### config.mk
export PLATFORM = sky130hd
export DESIGN_NAME = pwr_cmd_engine
export DESIGN_NICKNAME = d
export VERILOG_FILES = /design/src/rtl/pce_pkg.sv /design/src/rtl/pce_ctrl.sv /design/src/rtl/pce_data.sv /design/src/rtl/pwr_cmd_engine.sv
export SDC_FILE = /design/constraint.sdc
export NUM_CORES = 2
export LEC_CHECK = 0
export BUFFER_PORTS_ARGS = -buffer_cell sky130_fd_sc_hd__buf_2
export CORE_MARGIN = 1.5
export CORE_UTILIZATION = 30
export CTS_CLUSTER_DIAMETER = 40
export DETAILED_ROUTE_END_ITERATION = 16
export PLACE_DENSITY = 0.55
export SLEW_MARGIN = 15
export SYNTH_ARGS = -nofsm -noshare
export SYNTH_HDL_FRONTEND = slang
export SYNTH_SLANG_ARGS = --single-unit
### constraint.sdc
create_clock -name clk -period 4.5 [get_ports clk]
set_clock_uncertainty 0.2 [all_clocks]
set_input_delay 0 -clock clk [delete_from_list [all_inputs] [get_ports clk]]
set_output_delay 0 -clock clk [all_outputs]
set_load 0.01 [all_outputs]
### src/rtl/pce_pkg.sv
package pce_pkg;
  localparam logic [7:0] OP_PWR   = 8'h32; // parameter write
  localparam logic [7:0] OP_PRD   = 8'h3A; // parameter read
  localparam logic [7:0] OP_TEST  = 8'hEC;
  localparam logic [7:0] OP_INT   = 8'h78;
  localparam logic [7:0] OP_BATT  = 8'h68;
  localparam logic [7:0] OP_SLEEP = 8'h7F;
  localparam logic [7:0] OP_IRAM  = 8'hE8;
  localparam logic [7:0] OP_POLL  = 8'h21;

  typedef enum logic [2:0] {
    PH_IDLE, PH_LEN, PH_PAY, PH_EXEC, PH_HDR, PH_DATA
  } phase_t;

  typedef enum logic [1:0] {SEL_CODE, SEL_LEN, SEL_DATA} outSel_t;
  typedef enum logic [1:0] {ACT_DONE, ACT_REPLY, ACT_FAULT} act_t;

  typedef struct packed {
    logic    capCmd;
    logic    capLen;
    logic    takeByte;
    logic    latchReply;
    logic    sendData;
    outSel_t outSel;
  } strobe_t;

  typedef struct packed {
    logic inZero;
    logic lenFault;
    logic byteFault;
    logic rxLast;
    logic repEmpty;
    logic txLast;
    act_t act;
  } status_t;
endpackage

### src/rtl/pce_ctrl.sv
module pce_ctrl
  import pce_pkg::*;
(
  input  logic    clk,
  input  logic    rstN,
  input  logic    inValid,
  input  logic    outReady,
  input  status_t stat,
  output strobe_t strb,
  output logic    inReady,
  output logic    outValid,
  output logic    errFlag
);
  phase_t phase, nextPhase;
  logic   hdrSecond, nextHdr, setErr;

  always_comb begin
    strb      = '0;
    inReady   = 1'b0;
    outValid  = 1'b0;
    nextPhase = phase;
    nextHdr   = hdrSecond;
    setErr    = 1'b0;
    case (phase)
      PH_IDLE: begin
        inReady = 1'b1;
        if (inValid) begin
          strb.capCmd = 1'b1;
          nextPhase   = PH_LEN;
        end
      end
      PH_LEN: begin
        inReady = 1'b1;
        if (inValid) begin
          strb.capLen = 1'b1;
          setErr      = stat.lenFault;
          nextPhase   = stat.inZero ? PH_EXEC : PH_PAY;
        end
      end
      PH_PAY: begin
        inReady = 1'b1;
        if (inValid) begin
          strb.takeByte = 1'b1;
          setErr        = stat.byteFault;
          if (stat.rxLast) nextPhase = PH_EXEC;
        end
      end
      PH_EXEC: begin
        strb.latchReply = 1'b1;
        if (stat.act == ACT_REPLY) begin
          nextPhase = PH_HDR;
          nextHdr   = 1'b0;
        end else begin
          nextPhase = PH_IDLE;
          setErr    = (stat.act == ACT_FAULT);
        end
      end
      PH_HDR: begin
        outValid    = 1'b1;
        strb.outSel = hdrSecond ? SEL_LEN : SEL_CODE;
        if (outReady) begin
          if (!hdrSecond) nextHdr = 1'b1;
          else nextPhase = stat.repEmpty ? PH_IDLE : PH_DATA;
        end
      end
      PH_DATA: begin
        outValid    = 1'b1;
        strb.outSel = SEL_DATA;
        if (outReady) begin
          strb.sendData = 1'b1;
          if (stat.txLast) nextPhase = PH_IDLE;
        end
      end
      default: nextPhase = PH_IDLE;
    endcase
  end

  always_ff @(posedge clk or negedge rstN) begin
    if (!rstN) begin
      phase     <= PH_IDLE;
      hdrSecond <= 1'b0;
      errFlag   <= 1'b0;
    end else begin
      phase     <= nextPhase;
      hdrSecond <= nextHdr;
      if (setErr) errFlag <= 1'b1;
    end
  end
endmodule

### src/rtl/pce_data.sv
module pce_data
  import pce_pkg::*;
#(
  parameter int BUF_DEPTH = 8,
  parameter int RAM_DEPTH = 128
) (
  input  logic       clk,
  input  logic       rstN,
  input  strobe_t    strb,
  input  logic [7:0] inData,
  output status_t    stat,
  output logic [7:0] outData
);
  localparam int RAM_AW = $clog2(RAM_DEPTH);
  localparam int BUF_AW = $clog2(BUF_DEPTH);
  localparam logic [8:0] RAM_LIMIT = 9'(RAM_DEPTH);
  localparam logic [7:0] BUF_LIMIT = 8'(BUF_DEPTH);

  logic [7:0] cmdReg, lenReg, rxIdx, txIdx, repLen, repByte;
  logic       wrBad, repFromRam;
  logic [RAM_AW-1:0] repOff;
  logic [7:0] bufMem [BUF_DEPTH];
  logic [7:0] ramMem [RAM_DEPTH];

  // bounds of a parameter write, judged when the count byte arrives
  logic [8:0] wrEnd;
  logic       wrLenOk, wrFits;
  assign wrEnd   = {1'b0, bufMem[0]} + {1'b0, inData};
  assign wrLenOk = ({1'b0, lenReg} == ({1'b0, inData} + 9'd2));
  assign wrFits  = (wrEnd <= RAM_LIMIT);

  logic [RAM_AW-1:0] wrAddr, rdAddr;
  assign wrAddr = bufMem[0][RAM_AW-1:0] + rxIdx[RAM_AW-1:0] - RAM_AW'(2);
  assign rdAddr = repOff + txIdx[RAM_AW-1:0];

  logic isPwr;
  assign isPwr = (cmdReg == OP_PWR);

  // reply decode, evaluated in the command-received phase
  act_t       decAct;
  logic [7:0] decLen, decByte;
  logic       decFromRam, rdOk, magicHit;
  logic [8:0] rdEnd;
  assign rdEnd    = {1'b0, bufMem[0]} + {1'b0, bufMem[1]};
  assign rdOk     = (lenReg == 8'd2) && (rdEnd <= RAM_LIMIT);
  assign magicHit = (lenReg == 8'd3) && (bufMem[0] == 8'h00) &&
                    (bufMem[1] == 8'hEE) && (bufMem[2] == 8'h01);

  always_comb begin
    decAct     = ACT_DONE;
    decLen     = 8'd0;
    decByte    = 8'h00;
    decFromRam = 1'b0;
    case (cmdReg)
      OP_PRD: begin
        if (rdOk) begin
          decAct     = ACT_REPLY;
          decLen     = bufMem[1];
          decFromRam = 1'b1;
        end else begin
          decAct = ACT_FAULT;
        end
      end
      OP_TEST: decAct = ACT_REPLY;
      OP_INT, OP_BATT, OP_SLEEP: begin
        decAct = ACT_REPLY;
        decLen = 8'd1;
      end
      OP_IRAM: begin
        decAct  = ACT_REPLY;
        decLen  = 8'd1;
        decByte = magicHit ? 8'h20 : 8'h00;
      end
      OP_POLL: decAct = (lenReg != 8'd0) ? ACT_FAULT : ACT_DONE;
      default: decAct = ACT_DONE;
    endcase
  end

  always_comb begin
    stat.inZero    = (inData == 8'd0);
    stat.lenFault  = isPwr ? (inData < 8'd2) : (inData > BUF_LIMIT);
    stat.byteFault = isPwr && (rxIdx == 8'd1) && !(wrLenOk && wrFits);
    stat.rxLast    = (rxIdx == lenReg - 8'd1);
    stat.repEmpty  = (repLen == 8'd0);
    stat.txLast    = (txIdx == repLen - 8'd1);
    stat.act       = decAct;
  end

  always_comb begin
    case (strb.outSel)
      SEL_LEN:  outData = repLen;
      SEL_DATA: outData = repFromRam ? ramMem[rdAddr] : repByte;
      default:  outData = 8'h00;
    endcase
  end

  always_ff @(posedge clk or negedge rstN) begin
    if (!rstN) begin
      cmdReg     <= '0;
      lenReg     <= '0;
      rxIdx      <= '0;
      txIdx      <= '0;
      wrBad      <= 1'b0;
      repLen     <= '0;
      repByte    <= '0;
      repFromRam <= 1'b0;
      repOff     <= '0;
    end else begin
      if (strb.capCmd) cmdReg <= inData;
      if (strb.capLen) begin
        lenReg <= inData;
        rxIdx  <= '0;
        wrBad  <= isPwr && (inData < 8'd2);
      end
      if (strb.takeByte) begin
        rxIdx <= rxIdx + 8'd1;
        if (stat.byteFault) wrBad <= 1'b1;
      end
      if (strb.latchReply) begin
        repLen     <= decLen;
        repByte    <= decByte;
        repFromRam <= decFromRam;
        repOff     <= bufMem[0][RAM_AW-1:0];
        txIdx      <= '0;
      end
      if (strb.sendData) txIdx <= txIdx + 8'd1;
    end
  end

  // payload staging buffer
  always_ff @(posedge clk or negedge rstN) begin
    if (!rstN) begin
      for (int i = 0; i < BUF_DEPTH; i++) bufMem[i] <= '0;
    end else if (strb.takeByte && (rxIdx < BUF_LIMIT)) begin
      if (!isPwr || rxIdx < 8'd2) bufMem[rxIdx[BUF_AW-1:0]] <= inData;
    end
  end

  // parameter RAM, written straight from the stream
  always_ff @(posedge clk or negedge rstN) begin
    if (!rstN) begin
      for (int i = 0; i < RAM_DEPTH; i++) ramMem[i] <= '0;
    end else if (strb.takeByte && isPwr && (rxIdx >= 8'd2) && !wrBad) begin
      ramMem[wrAddr] <= inData;
    end
  end
endmodule

### src/rtl/pwr_cmd_engine.sv
module pwr_cmd_engine
  import pce_pkg::*;
#(
  parameter int BUF_DEPTH = 8,
  parameter int RAM_DEPTH = 128
) (
  input  logic       clk,
  input  logic       rstN,
  input  logic       inValid,
  input  logic [7:0] inData,
  output logic       inReady,
  output logic       outValid,
  output logic [7:0] outData,
  input  logic       outReady,
  output logic       errFlag
);
  strobe_t strb;
  status_t stat;

  pce_ctrl uCtrl (
    .clk(clk), .rstN(rstN), .inValid(inValid), .outReady(outReady),
    .stat(stat), .strb(strb), .inReady(inReady), .outValid(outValid),
    .errFlag(errFlag)
  );

  pce_data #(.BUF_DEPTH(BUF_DEPTH), .RAM_DEPTH(RAM_DEPTH)) uData (
    .clk(clk), .rstN(rstN), .strb(strb), .inData(inData),
    .stat(stat), .outData(outData)
  );
endmodule

Yosys cells after proc, flatten, opt, wreduce, memory -nomap -nowiden
Cells that the tools add are included.
{"block": "word_totals", "ff_bits": 1150, "out_inout_bits": 11}
{"block": "op_classes", "addsub": 10, "order_cmp": 12, "n_eq_ne": 34, "n_mux": 58, "bitwise_logic": 3, "n_reduce_logical": 33}
{"operator": "$bwmux 1024", "count": 1}
{"operator": "$mux 8", "count": 11}
{"operator": "$bwmux 64", "count": 1}
{"operator": "$bmux 8 s7", "count": 1}
{"operator": "$demux 8 s7", "count": 1}
{"operator": "$pmux 8 s2", "count": 2}
{"operator": "$mux 3", "count": 10}
{"operator": "$demux 8 s3", "count": 1}
{"operator": "$eq 8x6->1 const B", "count": 3}
{"operator": "$eq 8x7->1 const B", "count": 3}
{"operator": "$eq 8x8->1 const B", "count": 3}
{"operator": "$logic_not 8->1", "count": 3}
{"operator": "$mux 1", "count": 22}
{"operator": "$add 8x8->9", "count": 2}
{"operator": "$le 9x8->1 const B", "count": 2}
{"operator": "$pmux 3 s6", "count": 1}
{"operator": "$add 8x1->8 const B", "count": 2}
{"operator": "$eq 8x1->1 const B", "count": 2}
{"operator": "$eq 8x2->1 const B", "count": 2}
{"operator": "$eq 8x8->1", "count": 2}
{"operator": "$ge 8x8->1 const B", "count": 2}
{"operator": "$lt 8x2->1 const B", "count": 2}
{"operator": "$not 7->8", "count": 2}
{"operator": "$sub 8x1->8 const B", "count": 2}
{"operator": "other kinds (37)", "count": 67}

Longest topological paths before layout
{"block": "logic_depth", "depth_word": 8, "mapped_depth": 14, "depth_no_buf": 12}

Cells and area by module
A second synthesis with hierarchy kept.
{"block": "unflattened", "cells_unflattened": 3482, "area_unflattened_um2": 52407.8}
{"module": "pce_data", "n_inst": 1, "cells_per_inst": 3438, "area_each_um2": 52036.2}
{"module": "pce_ctrl", "n_inst": 1, "cells_per_inst": 44, "area_each_um2": 371.6}

Least setup slack after synthesis
Ideal clock, no wire load.
{"block": "synth_path", "path_kind": "reg-to-reg", "from": "register uData.rxIdx[1]", "to": "register uData.ramMem[288] in the netlist's numbering", "setup_time_ps": 125, "t_arrival_ps": 3604, "required_time_ps": 4175, "slack_ps": 572, "path_stages_with_launch": 13, "path_buffers": 1, "period_less_slack_ps": 3928, "path_cell_list": "dfrtp_1 > clkbuf_1 > inv_1 > ha_1 > inv_1 > ha_1 > fa_1 > a21o_1 > a21oi_2 > xor2_2 > nand2_1 > nor3_4 > mux2_2"}
{"block": "synth_via", "elab_chain_len": 8, "word_cells_on_any_way": 12, "cone_classes": "2 x add/sub; 3 x order compare; 3 x mux; 1 x bitwise; 3 x reduce/logical"}
{"item": "start: declaration", "line_no": "pce_data.sv:19", "source": "logic [7:0] cmdReg, lenReg, rxIdx, txIdx, repLen, repByte;"}
{"item": "start signal: assignment", "line_no": "pce_data.sv:116", "source": "rxIdx <= rxIdx + 8'd1;"}
{"item": "$add 7x7->7", "line_no": "pce_data.sv:33", "source": "assign wrAddr = bufMem[0][RAM_AW-1:0] + rxIdx[RAM_AW-1:0] - RAM_AW'(2);"}
{"item": "$sub 7x2->7", "line_no": "pce_data.sv:33"}
{"item": "$not 7->8 (not written as such)", "line_no": "pce_data.sv:144", "source": "ramMem[wrAddr] <= inData;"}
{"item": "$ge 8x8->1 (not written as such) or $lt 8x1->1 (tied branches)", "line_no": "pce_data.sv:144"}
{"item": "$logic_and 1x1->1 (not written as such)", "line_no": "pce_data.sv:144"}
{"item": "$mux 8 (not written as such)", "line_no": "pce_data.sv:144"}
{"item": "$demux 8 s7", "line_no": "pce_data.sv:144"}
{"item": "$bwmux 1024", "line_no": "pce_data.sv:144"}
{"item": "end signal: indexed assignment", "line_no": "pce_data.sv:144"}
{"item": "end: declaration", "line_no": "pce_data.sv:23", "source": "logic [7:0] ramMem [RAM_DEPTH];"}
Parallel ways exist; a longest one is shown, timed or not.
A chain may end at the register's enable or synchronous reset.

Worst setup path after layout
{"block": "layout_path", "from": "register uData.txIdx[0]", "to": "output port outData[5]"}
{"block": "layout_via", "elab_chain_len": 7}
{"item": "start: declaration", "line_no": "pce_data.sv:19"}
{"item": "start signal: assignment", "line_no": "pce_data.sv:126", "source": "if (strb.sendData) txIdx <= txIdx + 8'd1;"}
{"item": "$add 7x7->7", "line_no": "pce_data.sv:34", "source": "assign rdAddr = repOff + txIdx[RAM_AW-1:0];"}
{"item": "$not 7->8 (not written as such)", "line_no": "pce_data.sv:92", "source": "SEL_DATA: outData = repFromRam ? ramMem[rdAddr] : repByte;"}
{"item": "$bmux 8 s7", "line_no": "pce_data.sv:92"}
{"item": "$mux 8 (not written as such) (2 in series)", "line_no": "pce_data.sv:92"}
{"item": "$mux 8", "line_no": "pce_data.sv:92"}
{"item": "$pmux 8 s2", "line_no": "pce_data.sv:90", "source": "case (strb.outSel)"}
{"item": "end: declaration", "line_no": "pwr_cmd_engine.sv:13", "source": "output logic [7:0] outData,"}
Every way passes these cells. The select of a mux whose other input is x is not followed.

==> impl_metrics.toml <==
[worst_setup_path]
critical_path_class = "flop to output pin"
endpoint = "outData[5]"
r2r_slack_ps = 320
cp_data_required_time_ps = 4300
endpoint_kind = "output pin"
start_kind = "flop"
arrival_ps = 4570
cp_max_fo = 7
startpoint = "uData.txIdx[0]$_DFFE_PN0P_"
path_cells = "ha_4 -> fa_4 -> buf_12 -> buf_12 -> buf_16 -> mux4_2 -> mux4_2 -> o2bb2a_4 -> a211o_1 -> o211ai_1 -> buf_2"
slowest_stage = "fa_4"
rr_worst_depth = 12
slowest_delay_ps = 870
rr_startpoint = "uData.rxIdx[1]$_DFFE_PN0P_"
r2r-end = "uData.ramMem[102]$_DFFE_PN0P_"

[clock_tree]
cts_tree = "built"
htreeDepth = 4
cts-root-buf = "clkbuf_16"
insertion_delay_ps = 800
cts_sinks = 1103
clockBufferDepth = 3
clk_pin_slew_ps = 50
cts_buffers = 165

[synth]
seq_area_frac_synth = 0.516
async_flop_share = 1.00
synth.distinct_cells = 83
yosys.area.top_type_share = 0.516
synth_nets = 3510
avgSynthCellArea_um2 = 15.5
synth_area_leader_cell = "dfrtp_1"
syn_inst = 3450
synth_enable_flop_cells = 0
yosys_warnings = 0
synth_area_leaders = "dfrtp_1 (52%), mux2_2 (20%), mux4_2 (13%)"
ys.flop_type = "dfrtp_1"
synth-seq-cells = 1103
synth_area_um2 = 53500

[timing]
fin_crit_ps = 4770
setup_viol = 8
rsz0062_at_grt = "true"
drv_slew = 0
hold-worst-slack_ps = 58.7
fin_ws_ps = -266
relSlewSlack = 0.228
post-route-period-util = 1.06
worst_slew_pin_slew_ps = 1160
max_freq_mhz = 210
hold_viol = 0

[route]
drt_first_pass_iters = 7
wl_um = 147000
via_per_inst = 5.16
vias = 31400
drt-initial-drc-count = 2039
wire_per_inst_um = 24.2
drtAntennaViolNets = 0
drc = 0

[die]
initial_utilization = 0.303
die_x_um = 425
die_area_um2 = 181000
rows = 154
core-area_um2 = 176000
io_pins = 23
die_h_um = 425

[finish]
final_common_cell = "dfrtp_1"
fin_util = 0.363
drive_above_1_share = 0.526
layout_common_cells = "dfrtp_1 (1,102), mux2_2 (964), mux4_2 (318)"
fillers = 16800
area.sequential_um2 = 27600
final_net_count = 3673
multi_input_area_um2 = 25000
design_area_um2 = 64100
syn_to_final_growth_pct = 20.0

[pwr]
ir_drop_v = 0.000679
leakagePower_uw = 0.0300
p_per_area_nw_per_um2 = 563

[flow_run]
max_cap_viol_count = 0

[global_routing]
grt_pass1_wl_um = 223000
grt_max_degree = 130
grt_pass1_vias = 32500
grt_usage = 0.164
antenna_found_initial = 1
overflow = 0

[status]
violations = "setup timing"
status = "finished, violations left"

[place]
dpl_cell_area_um2 = 57300
portBuffers = 22
hpwl_um = 89700
place_congestion = 0.811
pre_cts_slack_ps = 99.1

[hold_path]
min_path_type = "input pin to flop"
metrics by stage:
step                      total power (uW)  setup TNS [ps]  cells
after floorplan                      18300               0   3450
after global placement               21800               0   5748
after detailed placement             21900               0   5748
after CTS                            36300           -3190   6083
after global routing                 37700           -2330   6092
final                                36100           -1780   6093
how the worst min path moves through the flow:
stage               slack, ps  cells past startpoint      start                            end
floorplan                -500                      0       rstN      uCtrl.errFlag$_DFFE_PN0P_
global placement          -70                      1       rstN  uData.ramMem[712]$_DFFE_PN0P_
detailed placement        -60                      1       rstN  uData.ramMem[584]$_DFFE_PN0P_
CTS                         6                      4  inData[6]    uData.lenReg[6]$_DFFE_PN0P_
global route               70                      4  inData[6]    uData.lenReg[6]$_DFFE_PN0P_
finish                     60                      4  inData[6]    uData.lenReg[6]$_DFFE_PN0P_
cell families (layout without fill, tap and decap cells):
group                      Yosys count  count (layout)  synth area share
AOI/OAI and AO/OA                  186             186            0.0245
xor gates and xnor gates            54              54           0.00976
adders and majority gates           48              48            0.0118
buffers and inverters              273             575            0.0209
DFF                               1103            1103             0.516
muxes                             1386            1386             0.359
other                                0               1                 0
and+or+nand+nor                    400             400            0.0580
critical path: cells and delay by family (launching register included):
kind / cells / cell delay, ps
AO/OA/AOI/OAI: 3 / 620
buffers and inverters: 4 / 680
adder cells (fa/ha/maj): 2 / 1040
flip-flops: 1 / 420
multiplexers: 2 / 980
Yosys cell counts, types with 5 or more instances:
| cell type | instances |
|---|---|
| and3_1 | 8 |
| mux4_2 | 318 |
| mux2_2 | 964 |
| o21ai_0 | 54 |
| xnor2_1 | 31 |
| nor2b_1 | 9 |
| a22oi_1 | 28 |
| nand2_1 | 83 |
| nand2b_1 | 6 |
| nand4_1 | 18 |
| a21boi_0 | 7 |
| a21o_1 | 10 |
| buf_1 | 7 |
| nor2_1 | 44 |
| dfrtp_1 | 1103 |
| mux2_1 | 93 |
| xor2_1 | 18 |
| ha_1 | 44 |
| nor3_4 | 54 |
| or4_1 | 5 |
| nand3_4 | 22 |
| mux2i_1 | 11 |
| buf_2 | 42 |
| a31oi_1 | 8 |
| nand3_1 | 42 |
| inv_1 | 35 |
| clkbuf_1 | 178 |
| o211ai_1 | 5 |
| nand4b_1 | 6 |
| a221o_1 | 8 |
| buf_4 | 10 |
| a21oi_1 | 17 |
| a22o_1 | 8 |
| a211oi_1 | 5 |
| nand2_2 | 6 |
| nor3_1 | 12 |
| nor4_1 | 13 |
| nand3_2 | 29 |
| nor2_2 | 11 |
layer usage:
layer	share of wire	wire [um]	GRT usage	vias up
met3	0.037	5520	0.0294	189
met4	0.021	3030	0.0423	2
met2	0.48	69900	0.261	583
li1	-	-	-	13500
met1	0.47	68700	0.231	17200
met5	0.00012	17	0	-
power by group:
part,internal [uW],leakage (uW),switching [uW]
Combinational,4280,0.0118,7770
Sequential,10200,0.0153,321
Clock,8440,0.00286,5110
registers in the layout (all words and copies together), names as in the netlist:
signal and flops:
uData.wrBad 1, uData.repByte 1, uData.bufMem 24, uData.repLen 8
uData.repFromRam 1, uData.rxIdx 8, uData.repOff 7, uCtrl.hdrSecond 1
uCtrl.errFlag 1, uCtrl.phase 3, uData.lenReg 8, uData.txIdx 8
uData.cmdReg 8, uData.ramMem 1024
final cells by class:
| class | instances | area share |
|---|---|---|
| timing repair buffer | 233 | 0.0410 |
| inverter | 36 | 0.00211 |
| clock inverter | 107 | 0.0219 |
| sequential | 1103 | 0.430 |
| antenna | 1 | 0.0000390 |
| multi-input combinational | 2074 | 0.389 |
| tap | 2340 | 0.0456 |
| clock buffer | 199 | 0.0698 |
repair_timing:
item | CTS | global route
buffers inserted | 10 | 7
gates resized for setup | 51 | 21
pin swaps | 8 | 20
setup endpoints to repair | 8 | 8
hold endpoints to repair | 1540 | 0
cloned | 8 | 4
hold buffers | 15 | 0
Power figures use the tool's default switching activity.
